===== src/rtl/tmr_pkg.sv =====
package tmr_pkg;

    localparam int unsigned REG_W = 16;
    localparam int unsigned CNT_W = 2 * REG_W;
    localparam int unsigned OFS_W = 3;

    typedef enum logic [OFS_W-1:0] {
        OFS_STATUS  = 3'd0,
        OFS_CTRL    = 3'd1,
        OFS_PER_LO  = 3'd2,
        OFS_PER_HI  = 3'd3,
        OFS_SNAP_LO = 3'd4,
        OFS_SNAP_HI = 3'd5
    } reg_ofs_e;

    // control word, msb first: halt, go, loop, irq_en
    typedef struct packed {
        logic halt;
        logic go;
        logic loop;
        logic irq_en;
    } ctrl_t;

    typedef struct packed {
        logic run;
        logic tmo;
    } stat_t;

    localparam int unsigned CTRL_W = $bits(ctrl_t);
    localparam int unsigned STAT_W = $bits(stat_t);

    function automatic logic [CNT_W-1:0] merge_half(
        input logic [CNT_W-1:0] cur,
        input logic             upper,
        input logic [REG_W-1:0] half
    );
        logic [CNT_W-1:0] res;
        res = cur;
        if (upper) res[CNT_W-1:REG_W] = half;
        else       res[REG_W-1:0]     = half;
        return res;
    endfunction

endpackage


===== src/rtl/tmr_regfile.sv =====
module tmr_regfile
    import tmr_pkg::*;
(
    input  logic             clk,
    input  logic             rst,
    input  logic             sel,
    input  logic             wr,
    input  logic             rd,
    input  logic [OFS_W-1:0] addr,
    input  logic [REG_W-1:0] wdata,
    input  logic [CNT_W-1:0] live_cnt,
    input  logic             run,
    input  logic             wrap,
    output logic [REG_W-1:0] rdata,
    output ctrl_t            ctrl,
    output logic             tmo,
    output logic [CNT_W-1:0] period,
    output logic [CNT_W-1:0] period_nxt,
    output logic             per_load,
    output logic             ctrl_wr
);

    logic             wr_hit, rd_hit, stat_wr;
    logic             tmo_d;
    logic [REG_W-1:0] rd_val;
    stat_t            stat_view;

    assign wr_hit   = sel & wr;
    assign rd_hit   = sel & rd;
    assign stat_wr  = wr_hit & (addr == OFS_STATUS);
    assign ctrl_wr  = wr_hit & (addr == OFS_CTRL);
    assign per_load = wr_hit & ((addr == OFS_PER_LO) | (addr == OFS_PER_HI));

    assign period_nxt = merge_half(period, addr == OFS_PER_HI, wdata);

    always_comb begin
        tmo_d = tmo;
        if (stat_wr) tmo_d = wdata[0];
        if (wrap)    tmo_d = 1'b1;
    end

    assign stat_view = '{run: run, tmo: tmo};

    always_comb begin
        case (addr)
            OFS_STATUS:  rd_val = REG_W'(stat_view);
            OFS_CTRL:    rd_val = REG_W'(ctrl);
            OFS_PER_LO:  rd_val = period[REG_W-1:0];
            OFS_PER_HI:  rd_val = period[CNT_W-1:REG_W];
            OFS_SNAP_LO: rd_val = live_cnt[REG_W-1:0];
            OFS_SNAP_HI: rd_val = live_cnt[CNT_W-1:REG_W];
            default:     rd_val = '0;
        endcase
    end

    always_ff @(posedge clk) begin
        if (rst) begin
            ctrl   <= '0;
            tmo    <= 1'b0;
            period <= '0;
            rdata  <= '0;
        end else begin
            tmo <= tmo_d;
            if (ctrl_wr)  ctrl   <= ctrl_t'(wdata[CTRL_W-1:0]);
            if (per_load) period <= period_nxt;
            if (rd_hit)   rdata  <= rd_val;
        end
    end

    a_r5_tmo_set: assert property (@(posedge clk) disable iff (rst)
        wrap |=> tmo);

    a_r8_clear: assert property (@(posedge clk) disable iff (rst)
        (stat_wr && !wdata[0] && !wrap) |=> !tmo);

    a_r2_ctrl_pad: assert property (@(posedge clk) disable iff (rst)
        (rd_hit && addr == OFS_CTRL) |=> (rdata[REG_W-1:CTRL_W] == '0));

    a_r10_hold: assert property (@(posedge clk) disable iff (rst)
        !rd_hit |=> $stable(rdata));

endmodule


===== src/rtl/tmr_engine.sv =====
module tmr_engine
    import tmr_pkg::*;
#(
    parameter int unsigned STEP = 2
) (
    input  logic             clk,
    input  logic             rst,
    input  ctrl_t            ctrl,
    input  logic [CNT_W-1:0] period,
    input  logic [CNT_W-1:0] period_nxt,
    input  logic             per_load,
    input  logic             ctrl_wr,
    output logic [CNT_W-1:0] cnt,
    output logic             run,
    output logic             wrap
);

    localparam logic [CNT_W-1:0] STEP_V = CNT_W'(STEP);

    logic parked, parked_d;

    assign run  = ctrl.go & ~ctrl.halt & ~parked;
    assign wrap = run & ~per_load & (cnt <= STEP_V);

    always_comb begin
        parked_d = parked;
        if (ctrl_wr || per_load) parked_d = 1'b0;
        if (wrap)                parked_d = ~ctrl.loop;
    end

    always_ff @(posedge clk) begin
        if (rst) begin
            cnt    <= '0;
            parked <= 1'b0;
        end else begin
            parked <= parked_d;
            if (per_load)  cnt <= period_nxt;
            else if (wrap) cnt <= period;
            else if (run)  cnt <= cnt - STEP_V;
        end
    end

    a_r4_step: assert property (@(posedge clk) disable iff (rst)
        (run && !per_load && cnt > STEP_V) |=> (cnt == $past(cnt) - STEP_V));

    a_r4_hold: assert property (@(posedge clk) disable iff (rst)
        (!run && !per_load) |=> $stable(cnt));

    a_r5_reload: assert property (@(posedge clk) disable iff (rst)
        wrap |=> (cnt == $past(period)));

    a_r6_park: assert property (@(posedge clk) disable iff (rst)
        (wrap && !ctrl.loop) |=> !run);

endmodule


===== src/rtl/tmr_irq.sv =====
module tmr_irq
    import tmr_pkg::*;
(
    input  logic  clk,
    input  logic  rst,
    input  ctrl_t ctrl,
    input  logic  tmo,
    output logic  irq
);

    always_ff @(posedge clk) begin
        if (rst) irq <= 1'b0;
        else     irq <= ctrl.irq_en & tmo;
    end

    a_r7_irq_off: assert property (@(posedge clk) disable iff (rst)
        !ctrl.irq_en |=> !irq);

    a_r7_irq_on: assert property (@(posedge clk) disable iff (rst)
        (ctrl.irq_en && tmo) |=> irq);

endmodule


===== src/rtl/tmr_interval_top.sv =====
module tmr_interval_top
    import tmr_pkg::*;
#(
    parameter int unsigned STEP = 2
) (
    input  logic             clk,
    input  logic             rst,
    input  logic             bus_sel,
    input  logic             bus_wr,
    input  logic             bus_rd,
    input  logic [OFS_W-1:0] bus_addr,
    input  logic [REG_W-1:0] bus_wdata,
    output logic [REG_W-1:0] bus_rdata,
    output logic             irq_o
);

    ctrl_t            ctrl;
    logic             tmo, run, wrap, per_load, ctrl_wr;
    logic [CNT_W-1:0] period, period_nxt, cnt;

    tmr_regfile u_regs (
        .clk        (clk),
        .rst        (rst),
        .sel        (bus_sel),
        .wr         (bus_wr),
        .rd         (bus_rd),
        .addr       (bus_addr),
        .wdata      (bus_wdata),
        .live_cnt   (cnt),
        .run        (run),
        .wrap       (wrap),
        .rdata      (bus_rdata),
        .ctrl       (ctrl),
        .tmo        (tmo),
        .period     (period),
        .period_nxt (period_nxt),
        .per_load   (per_load),
        .ctrl_wr    (ctrl_wr)
    );

    tmr_engine #(.STEP(STEP)) u_eng (
        .clk        (clk),
        .rst        (rst),
        .ctrl       (ctrl),
        .period     (period),
        .period_nxt (period_nxt),
        .per_load   (per_load),
        .ctrl_wr    (ctrl_wr),
        .cnt        (cnt),
        .run        (run),
        .wrap       (wrap)
    );

    tmr_irq u_irq (
        .clk  (clk),
        .rst  (rst),
        .ctrl (ctrl),
        .tmo  (tmo),
        .irq  (irq_o)
    );

    a_r3_load: assert property (@(posedge clk) disable iff (rst)
        per_load |=> (cnt == period));

    a_r2_unmapped: assert property (@(posedge clk) disable iff (rst)
        (bus_sel && bus_wr && bus_addr > 3'd5) |=> ($stable(ctrl) && $stable(period)));

endmodule


===== config.mk =====
export PLATFORM = sky130hd
export DESIGN_NAME = tmr_interval_top
export DESIGN_NICKNAME = d
export VERILOG_FILES = /design/src/rtl/tmr_pkg.sv /design/src/rtl/tmr_regfile.sv /design/src/rtl/tmr_engine.sv /design/src/rtl/tmr_irq.sv /design/src/rtl/tmr_interval_top.sv
export SDC_FILE = /design/constraint.sdc
export NUM_CORES = 1
export LEC_CHECK = 0
export ABC_CLOCK_PERIOD_IN_PS = 3240
export BUFFER_PORTS_ARGS = -buffer_cell sky130_fd_sc_hd__buf_2
export CAP_MARGIN = 5
export CORE_AREA = 2 2 116 118
export CTS_BUF_LIST = sky130_fd_sc_hd__clkbuf_4
export DETAILED_ROUTE_END_ITERATION = 7
export DIE_AREA = 0 0 118 120
export MAX_ROUTING_LAYER = met4
export PLACE_DENSITY = 0.61
export SYNTH_ARGS = -nofsm -noshare
export SYNTH_HDL_FRONTEND = slang
export SYNTH_SLANG_ARGS = --single-unit

===== constraint.sdc =====
create_clock -name clk -period 3.24 [get_ports clk]
set_input_delay 0.486 -clock clk [delete_from_list [all_inputs] [get_ports clk]]
set_output_delay 0.486 -clock clk [all_outputs]
set_load 0.005 [all_outputs]

==> After elaboration in Yosys (flattened, before gate mapping) <==
Index checks and enable logic that the tools add are counted.
{ "word_totals": {"reg_bits": 87, "latchBits": 0, "mem_bits_rw": 0, "rom_bits": 0, "in_bits": 24, "output_inout_bits": 17, "memories": 0} }
{ "classes": {"addsub": 1, "multipliers": 0, "n_div": 0, "n_lt_le_gt_ge": 1, "eq_ne": 5, "shifts": 0, "n_mux": 10, "bitwise": 15, "n_reduce_logical": 5} }
{ "op_table": {"columns": ["op", "n"], "rows": [
  ["two-way mux 32 bit", 3],
  ["case mux 16 bit (6 select lines)", 1],
  ["<= comparator 32 x 2 -> 1 bit, second input constant", 1],
  ["two-way mux 16 bit", 2],
  ["subtractor 32 x 2 -> 32 bit, second input constant", 1],
  ["bitwise AND 1 bit", 10],
  ["equality test 3 x 2 -> 1 bit, second input constant", 2],
  ["equality test 3 bit, second input constant", 2],
  ["two-way mux 1 bit", 4],
  ["NOT 1 bit", 4],
  ["nonzero test 2 bit", 2],
  ["equality test 3 x 1 -> 1 bit, second input constant", 1],
  ["logical NOT 3 bit", 1],
  ["nonzero test 3 bit", 1],
  ["logical OR 1 bit", 1],
  ["bitwise OR 1 bit", 1]
]} }

==> Depth between registers and ports, before layout <==
{ "depth": {"depth_word": 8, "mapped_depth": 8, "ltp_nobuf": 7} }

==> Cells and area by module <==
Synthesis repeated with hierarchy kept, for this count alone.
{ "unflattened": {"hier_cells": 618, "area_unflattened_um2": 5101.1} }
{ "by_module_without_submodules": {"columns": ["module", "instances", "cells_per_inst", "area_each_um2", "seq_area_each_um2"], "rows": [
  ["tmr_regfile", 1, 301, 2782.7, 1061.0],
  ["tmr_engine", 1, 315, 2289.7, 660.6],
  ["tmr_irq", 1, 2, 28.8, 20.0]
]} }

==> Worst setup path before layout <==
Ideal clock, no wire load.
{ "synth_path": {"path_kind": "reg-to-reg", "from": "register u_eng.cnt[5]", "to": "register u_eng.cnt[10]", "setup_time_ns": 0.086, "arrival_time_ns": 2.545, "required_ns": 3.154, "setup_slack_ns": 0.610, "path_stages_with_launch": 9, "n_path_buf": 3, "cell_sequence": "dfxtp_1 > or4_1 > buf_2 > or4_4 > or4_4 > buf_6 > buf_8 > mux2i_1 > a211oi_1"} }
{ "synth_via": {"elab_chain_len": 4, "elab_cells_between_ends": 7} }
{ "synth_rtl": {"columns": ["item", "line", "source"], "rows": [
  ["start: declaration", "tmr_engine.sv:13", "output logic [CNT_W-1:0] cnt,"],
  ["start signal: assignment", "tmr_engine.sv:37", "if (per_load) cnt <= period_nxt;"],
  ["start signal: assignment", "tmr_engine.sv:38", "else if (wrap) cnt <= period;"],
  ["start signal: assignment", "tmr_engine.sv:39", "else if (run) cnt <= cnt - STEP_V;"],
  ["subtractor 32 x 2 -> 32 bit / <= comparator 32 x 2 -> 1 bit (equally long branches)", "tmr_engine.sv:39, tmr_engine.sv:23", null],
  ["two-way mux 32 bit / bitwise AND 1 bit (equally long branches)", "tmr_engine.sv:39, tmr_engine.sv:23", null],
  ["two-way mux 32 bit", "tmr_engine.sv:38", null],
  ["two-way mux 32 bit", "tmr_engine.sv:37", null]
]} }
Parallel ways exist; a longest one is shown, timed or not. The select of a mux whose other input is x is not followed.
A chain may end at the register's enable or synchronous reset.

==> Final worst setup path <==
{ "layout_path": {"from": "register u_eng.cnt[5]", "to": "register u_eng.cnt[4]"} }
{ "layout_via": {"elab_chain_len": 4, "elab_cells_between_ends": 5} }
{ "layout_rtl": {"columns": ["item", "line", "source"], "rows": [
  ["<= comparator 32 x 2 -> 1 bit (*)", "tmr_engine.sv:23", "assign wrap = run & ~per_load & (cnt <= STEP_V);"],
  ["bitwise AND 1 bit (*)", "tmr_engine.sv:23", null],
  ["two-way mux 32 bit", "tmr_engine.sv:38", null],
  ["two-way mux 32 bit", "tmr_engine.sv:37", null]
]} }
Every way passes the cells marked *; elsewhere a longest branch is shown, timed or not.

==> impl_metrics.env <==
export IMPL_ys_seq_elements=87
export IMPL_worst_pin_slew_ns=1.09
export IMPL_average_routed_wire_per_standard_cell_um=20.5
export IMPL_clk_pin_slew_ns=0.14
export IMPL_initial_cell_density_of_the_core_pct=38.9
export IMPL_status="finished clean"
export IMPL_grt_pass1_wl_mm=27.0
export IMPL_nets=665
export IMPL_timing_setup_critical_path_class="reg2reg"
export IMPL_grt_total_usage_pct=24.6
export IMPL_post_dp_cell_area_um2=5380
export IMPL_hold_path_class="in2reg"
export IMPL_yosysUniqueCellTypes=56
export IMPL_cell_with_the_most_instances_on_the_worst_path="sky130_fd_sc_hd__or4_4"
export IMPL_power_switching_mw=0.753
export IMPL_worstPathRequired_ns=3.62
export IMPL_critical_path_cell_chain="or4_1, or4_4, or4_4, mux2i_1, a221oi_1"
export IMPL_power_density_nw_per_um2=437
export IMPL_dominant_combinational_cell_family_by_area_after_synthesis="compound AO/OA/AOI/OAI gates"
export IMPL_detail_route_wirelength_mm=16.8
export IMPL_clk_insertion_delay_late_ns=0.47
export IMPL_number_of_global_route_vias_before_repair=4772
export IMPL_clk_path_buf_depth=2
export IMPL_yosys_area_share_xor_xnor_pct=3.64
export IMPL_hold_path_startpoint="bus_wdata[6]"
export IMPL_cp_bufs_invs=0
export IMPL_cell_internal_pwr_mw=1.68
export IMPL_total_gr_overflow=0
export IMPL_std_cell_rows=42
export IMPL_numCtsBuffers=9
export IMPL_clock_sink_count=87
export IMPL_power_leakage_nw=2.15
export IMPL_p_seq_share_pct=46.7
export IMPL_synth_compound_area_share_pct=24.5
export IMPL_endpoint_kind="flip-flop"
export IMPL_coreArea_um2=13000
export IMPL_timing_critical_path_from_type="flip-flop"
export IMPL_drt_iter0_drc=464
export IMPL_slowest_delay_ns=0.73
export IMPL_synth_enable_flop_cells=0
export IMPL_post_cts_setup_buffers=0
export IMPL_clk_root_buffer_cell="sky130_fd_sc_hd__clkbuf_4"
export IMPL_syn_area_per_cell_um2=8.01
export IMPL_die_area_um2=14200
export IMPL_peakVddDrop_uv=221
export IMPL_vias=5168
export IMPL_grt_start_max_net_pins=94
export IMPL_synth_main_ff_cell="sky130_fd_sc_hd__dfxtp_1"
export IMPL_timing_rr_end="u_eng.cnt[4]$_SDFFE_PP0P_"
export IMPL_timing_final_crit_share_pct=85.7
export IMPL_antenna_found_initial=1
export IMPL_combinationalPowerShare_pct=20.8
export IMPL_cpMaxStageDelayCell="sky130_fd_sc_hd__or4_4"
export IMPL_post_route_min_period_ns=2.78
export IMPL_drt_pre_antenna_iters=5
export IMPL_detailedPlacementHpwl_mm=11.4
export IMPL_gpl_final_weighted_congestion=0.983
export IMPL_worstRegToRegCells=5
export IMPL_grt_setup_unrepaired="no"
export IMPL_achievable_freq_mhz=360
export IMPL_synth_area_mux_share_pct=9.06
export IMPL_area_delta_synth_final_pct=10.1
export IMPL_setup_total_negative_slack_ns=0
export IMPL_timing_hold_worst_path_depth=3
export IMPL_whs_endpoint="u_regs.period[6]$_SDFFE_PP0P_"
export IMPL_yosysSeqAreaShare_pct=34.5
export IMPL_regToRegSetupSlack_ns=0.46
export IMPL_postLayoutCellArea_um2=5560
export IMPL_asyncSetResetFlopFracSynth_pct=0
export IMPL_timing_final_setup_violations=0
export IMPL_timing_final_hold_violations=0
export IMPL_net_count_synth=656
export IMPL_routed_via_density=6.29
export IMPL_synthesis_area_um2=5050
export IMPL_postCtsResizedCells=0
export IMPL_port_buffers=40
export IMPL_switching_share_pct=31.0
export IMPL_clock_skew_final_ns=0.0104
export IMPL_synth_simple_gate_area_share_pct=22.7
export IMPL_drcViolationCount=0
export IMPL_timing_max_cap_violations=0
export IMPL_power_clock_fraction_pct=32.5
export IMPL_worstPathArrival_ns=3.16
export IMPL_synthAdderAreaFrac_pct=0.248
export IMPL_tritoncts_clock_tree="built"
export IMPL_synth_yosys_warnings=0
export IMPL_timing_max_transition_violations_final=0
export IMPL_slew_headroom_pct=26.8
export IMPL_dieHeight_um=120
export IMPL_worstPathMaxFanout=17
export IMPL_ioPinCount=41
export IMPL_hold_buffer_count_at_cts=0
export IMPL_final_layout_size_suffix_gt1_share_pct=14.1
export IMPL_detail_route_antenna_nets=0
export IMPL_clock_tree_htree_level_count=3
export IMPL_worst_path_dominant_cell_family="simple AND/OR/NAND/NOR gates"
export IMPL_syn_inst=631
export IMPL_chipWidth_um=118
export IMPL_timing_rr_start="u_eng.cnt[5]$_SDFFE_PP0P_"
[power groups by stage]
stage	registers (mW)	clock network, mW	logic, mW
floorplan	1.14	0	0.373
global placement	1.16	0	0.491
detailed placement	1.16	0	0.497
CTS	1.13	0.799	0.500
global route	1.14	0.842	0.554
finish	1.14	0.791	0.507
[placed cells by master (no fill, tap or decap), types with 4 or more instances in the layout]
cell / synthesis / routed
sky130_fd_sc_hd__buf_2: 2 / 39
sky130_fd_sc_hd__xor2_1: 18 / 18
sky130_fd_sc_hd__o31ai_1: 4 / 4
sky130_fd_sc_hd__or3_1: 7 / 7
sky130_fd_sc_hd__a31oi_1: 4 / 4
sky130_fd_sc_hd__buf_4: 0 / 17
sky130_fd_sc_hd__dfxtp_1: 87 / 87
sky130_fd_sc_hd__o221ai_1: 4 / 4
sky130_fd_sc_hd__or4_1: 6 / 6
sky130_fd_sc_hd__nand4_1: 5 / 5
sky130_fd_sc_hd__nor3_1: 19 / 19
sky130_fd_sc_hd__clkbuf_4: 0 / 9
sky130_fd_sc_hd__a21o_1: 4 / 4
sky130_fd_sc_hd__inv_1: 5 / 5
sky130_fd_sc_hd__mux2i_1: 39 / 39
sky130_fd_sc_hd__nor3b_1: 5 / 5
sky130_fd_sc_hd__a221oi_1: 15 / 15
sky130_fd_sc_hd__o32ai_1: 5 / 5
sky130_fd_sc_hd__nor4_1: 12 / 12
sky130_fd_sc_hd__a22oi_1: 15 / 15
sky130_fd_sc_hd__a21oi_1: 52 / 52
sky130_fd_sc_hd__a211oi_1: 5 / 5
sky130_fd_sc_hd__nand2_1: 64 / 64
sky130_fd_sc_hd__a211o_1: 7 / 7
sky130_fd_sc_hd__nor2_1: 65 / 65
sky130_fd_sc_hd__o21bai_1: 5 / 5
sky130_fd_sc_hd__nand3_1: 22 / 22
sky130_fd_sc_hd__o22ai_1: 39 / 39
sky130_fd_sc_hd__o21ai_0: 13 / 13
[worst register-to-register path: cells and delay by family (launching register included)]
family,cells,cell delay (ns)
and+or+nand+nor,3,1.85
DFF,1,0.39
muxes,1,0.19
AOI/OAI and AO/OA,1,0.28
[layer usage]
metal | track usage, % | part of all wire [%] | vias to the layer above
li1 | - | - | 2372
met1 | 33.4 | 43 | 2509
met2 | 37.5 | 47 | 253
met3 | 3.18 | 7.5 | 34
met4 | 9.71 | 2.6 | 0
met5 | - | 0 | -
[layout make-up]
cell class | instances | area (µm²)
fillers | 1339 | 7420
multi-input cells | 479 | 3040
flip-flops and latches | 87 | 1740
repair buffers | 58 | 363
well taps | 176 | 220
clock inverters | 6 | 110
clock buffers | 9 | 67.6
inverters | 5 | 18.8
diodes | 1 | 2.50
[Yosys cell counts, drive strengths merged, types with 2 or more instances]
cell type / count / area share [%]
mux4: 2 / 0.89
nor3b: 5 / 0.74
a31oi: 4 / 0.50
o22ai: 39 / 4.8
a21o: 4 / 0.59
o21a: 2 / 0.30
clkbuf: 49 / 3.6
or2: 2 / 0.25
nor2: 65 / 4.8
or4: 8 / 1.3
or3b: 2 / 0.35
a211o: 7 / 1.2
o221ai: 4 / 0.69
a221oi: 15 / 2.6
a22oi: 15 / 2.2
a21oi: 52 / 5.2
inv: 5 / 0.37
or4b: 2 / 0.40
mux2: 2 / 0.45
a21boi: 2 / 0.30
nor2b: 2 / 0.25
a211oi: 6 / 0.99
nand3: 22 / 2.2
nand2: 64 / 4.8
a221o: 3 / 0.59
xor2: 18 / 3.1
o32ai: 5 / 0.87
o21bai: 5 / 0.74
o21ai: 13 / 1.3
nand2b: 2 / 0.25
xnor2: 3 / 0.52
buf: 11 / 1.4
nand4: 5 / 0.62
or3: 7 / 0.87
dfxtp: 87 / 34
nor3: 20 / 2.1
o31ai: 4 / 0.59
mux2i: 39 / 7.7
nand4b: 3 / 0.52
nor4: 14 / 2.3
o221a: 2 / 0.45
nand3b: 3 / 0.45
[worst max path at each step]
stage                              startpoint                    endpoint  cells past startpoint
floorplan           u_eng.cnt[5]$_SDFFE_PP0P_  u_eng.cnt[10]$_SDFFE_PP0P_                      8
global placement    u_eng.cnt[5]$_SDFFE_PP0P_   u_eng.cnt[4]$_SDFFE_PP0P_                      5
detailed placement  u_eng.cnt[5]$_SDFFE_PP0P_   u_eng.cnt[9]$_SDFFE_PP0P_                      5
CTS                 u_eng.cnt[5]$_SDFFE_PP0P_   u_eng.cnt[9]$_SDFFE_PP0P_                      5
global route        u_eng.cnt[5]$_SDFFE_PP0P_   u_eng.cnt[8]$_SDFFE_PP0P_                      5
finish              u_eng.cnt[5]$_SDFFE_PP0P_   u_eng.cnt[4]$_SDFFE_PP0P_                      5
[cells by family (layout without fill, tap and decap cells)]
group                    Yosys count  after routing
AO/OA/AOI/OAI                    185            185
AND/OR/NAND/NOR                  229            229
XOR/XNOR                          21             21
adder cells (fa/ha/maj)            1              1
other                              0              1
multiplexers                      43             43
flip-flops                        87             87
buffers and inverters             65             78
[registers in the layout, summed over array words and instances, names as in the netlist]
name,count
u_regs.ctrl,4
u_regs.rdata,16
u_irq.irq,1
u_eng.parked,1
u_eng.cnt,32
u_regs.period,32
u_regs.tmo,1
[metrics by stage]
step | setup slack [ns] | instances | util (%) | hold WS (ns) | power (mW)
finish | 0.463 | 821 | 42.9 | 0.272 | 2.43
global route | 0.314 | 821 | 42.9 | 0.266 | 2.54
CTS | 0.458 | 820 | 42.8 | 0.266 | 2.43
detailed placement | 0.487 | 805 | 41.5 | 0.449 | 1.65
global placement | 0.541 | 805 | 41.5 | 0.436 | 1.65
floorplan | 0.610 | 631 | - | 0.419 | 1.51
Note: power is estimated with default switching activity, not from simulation.
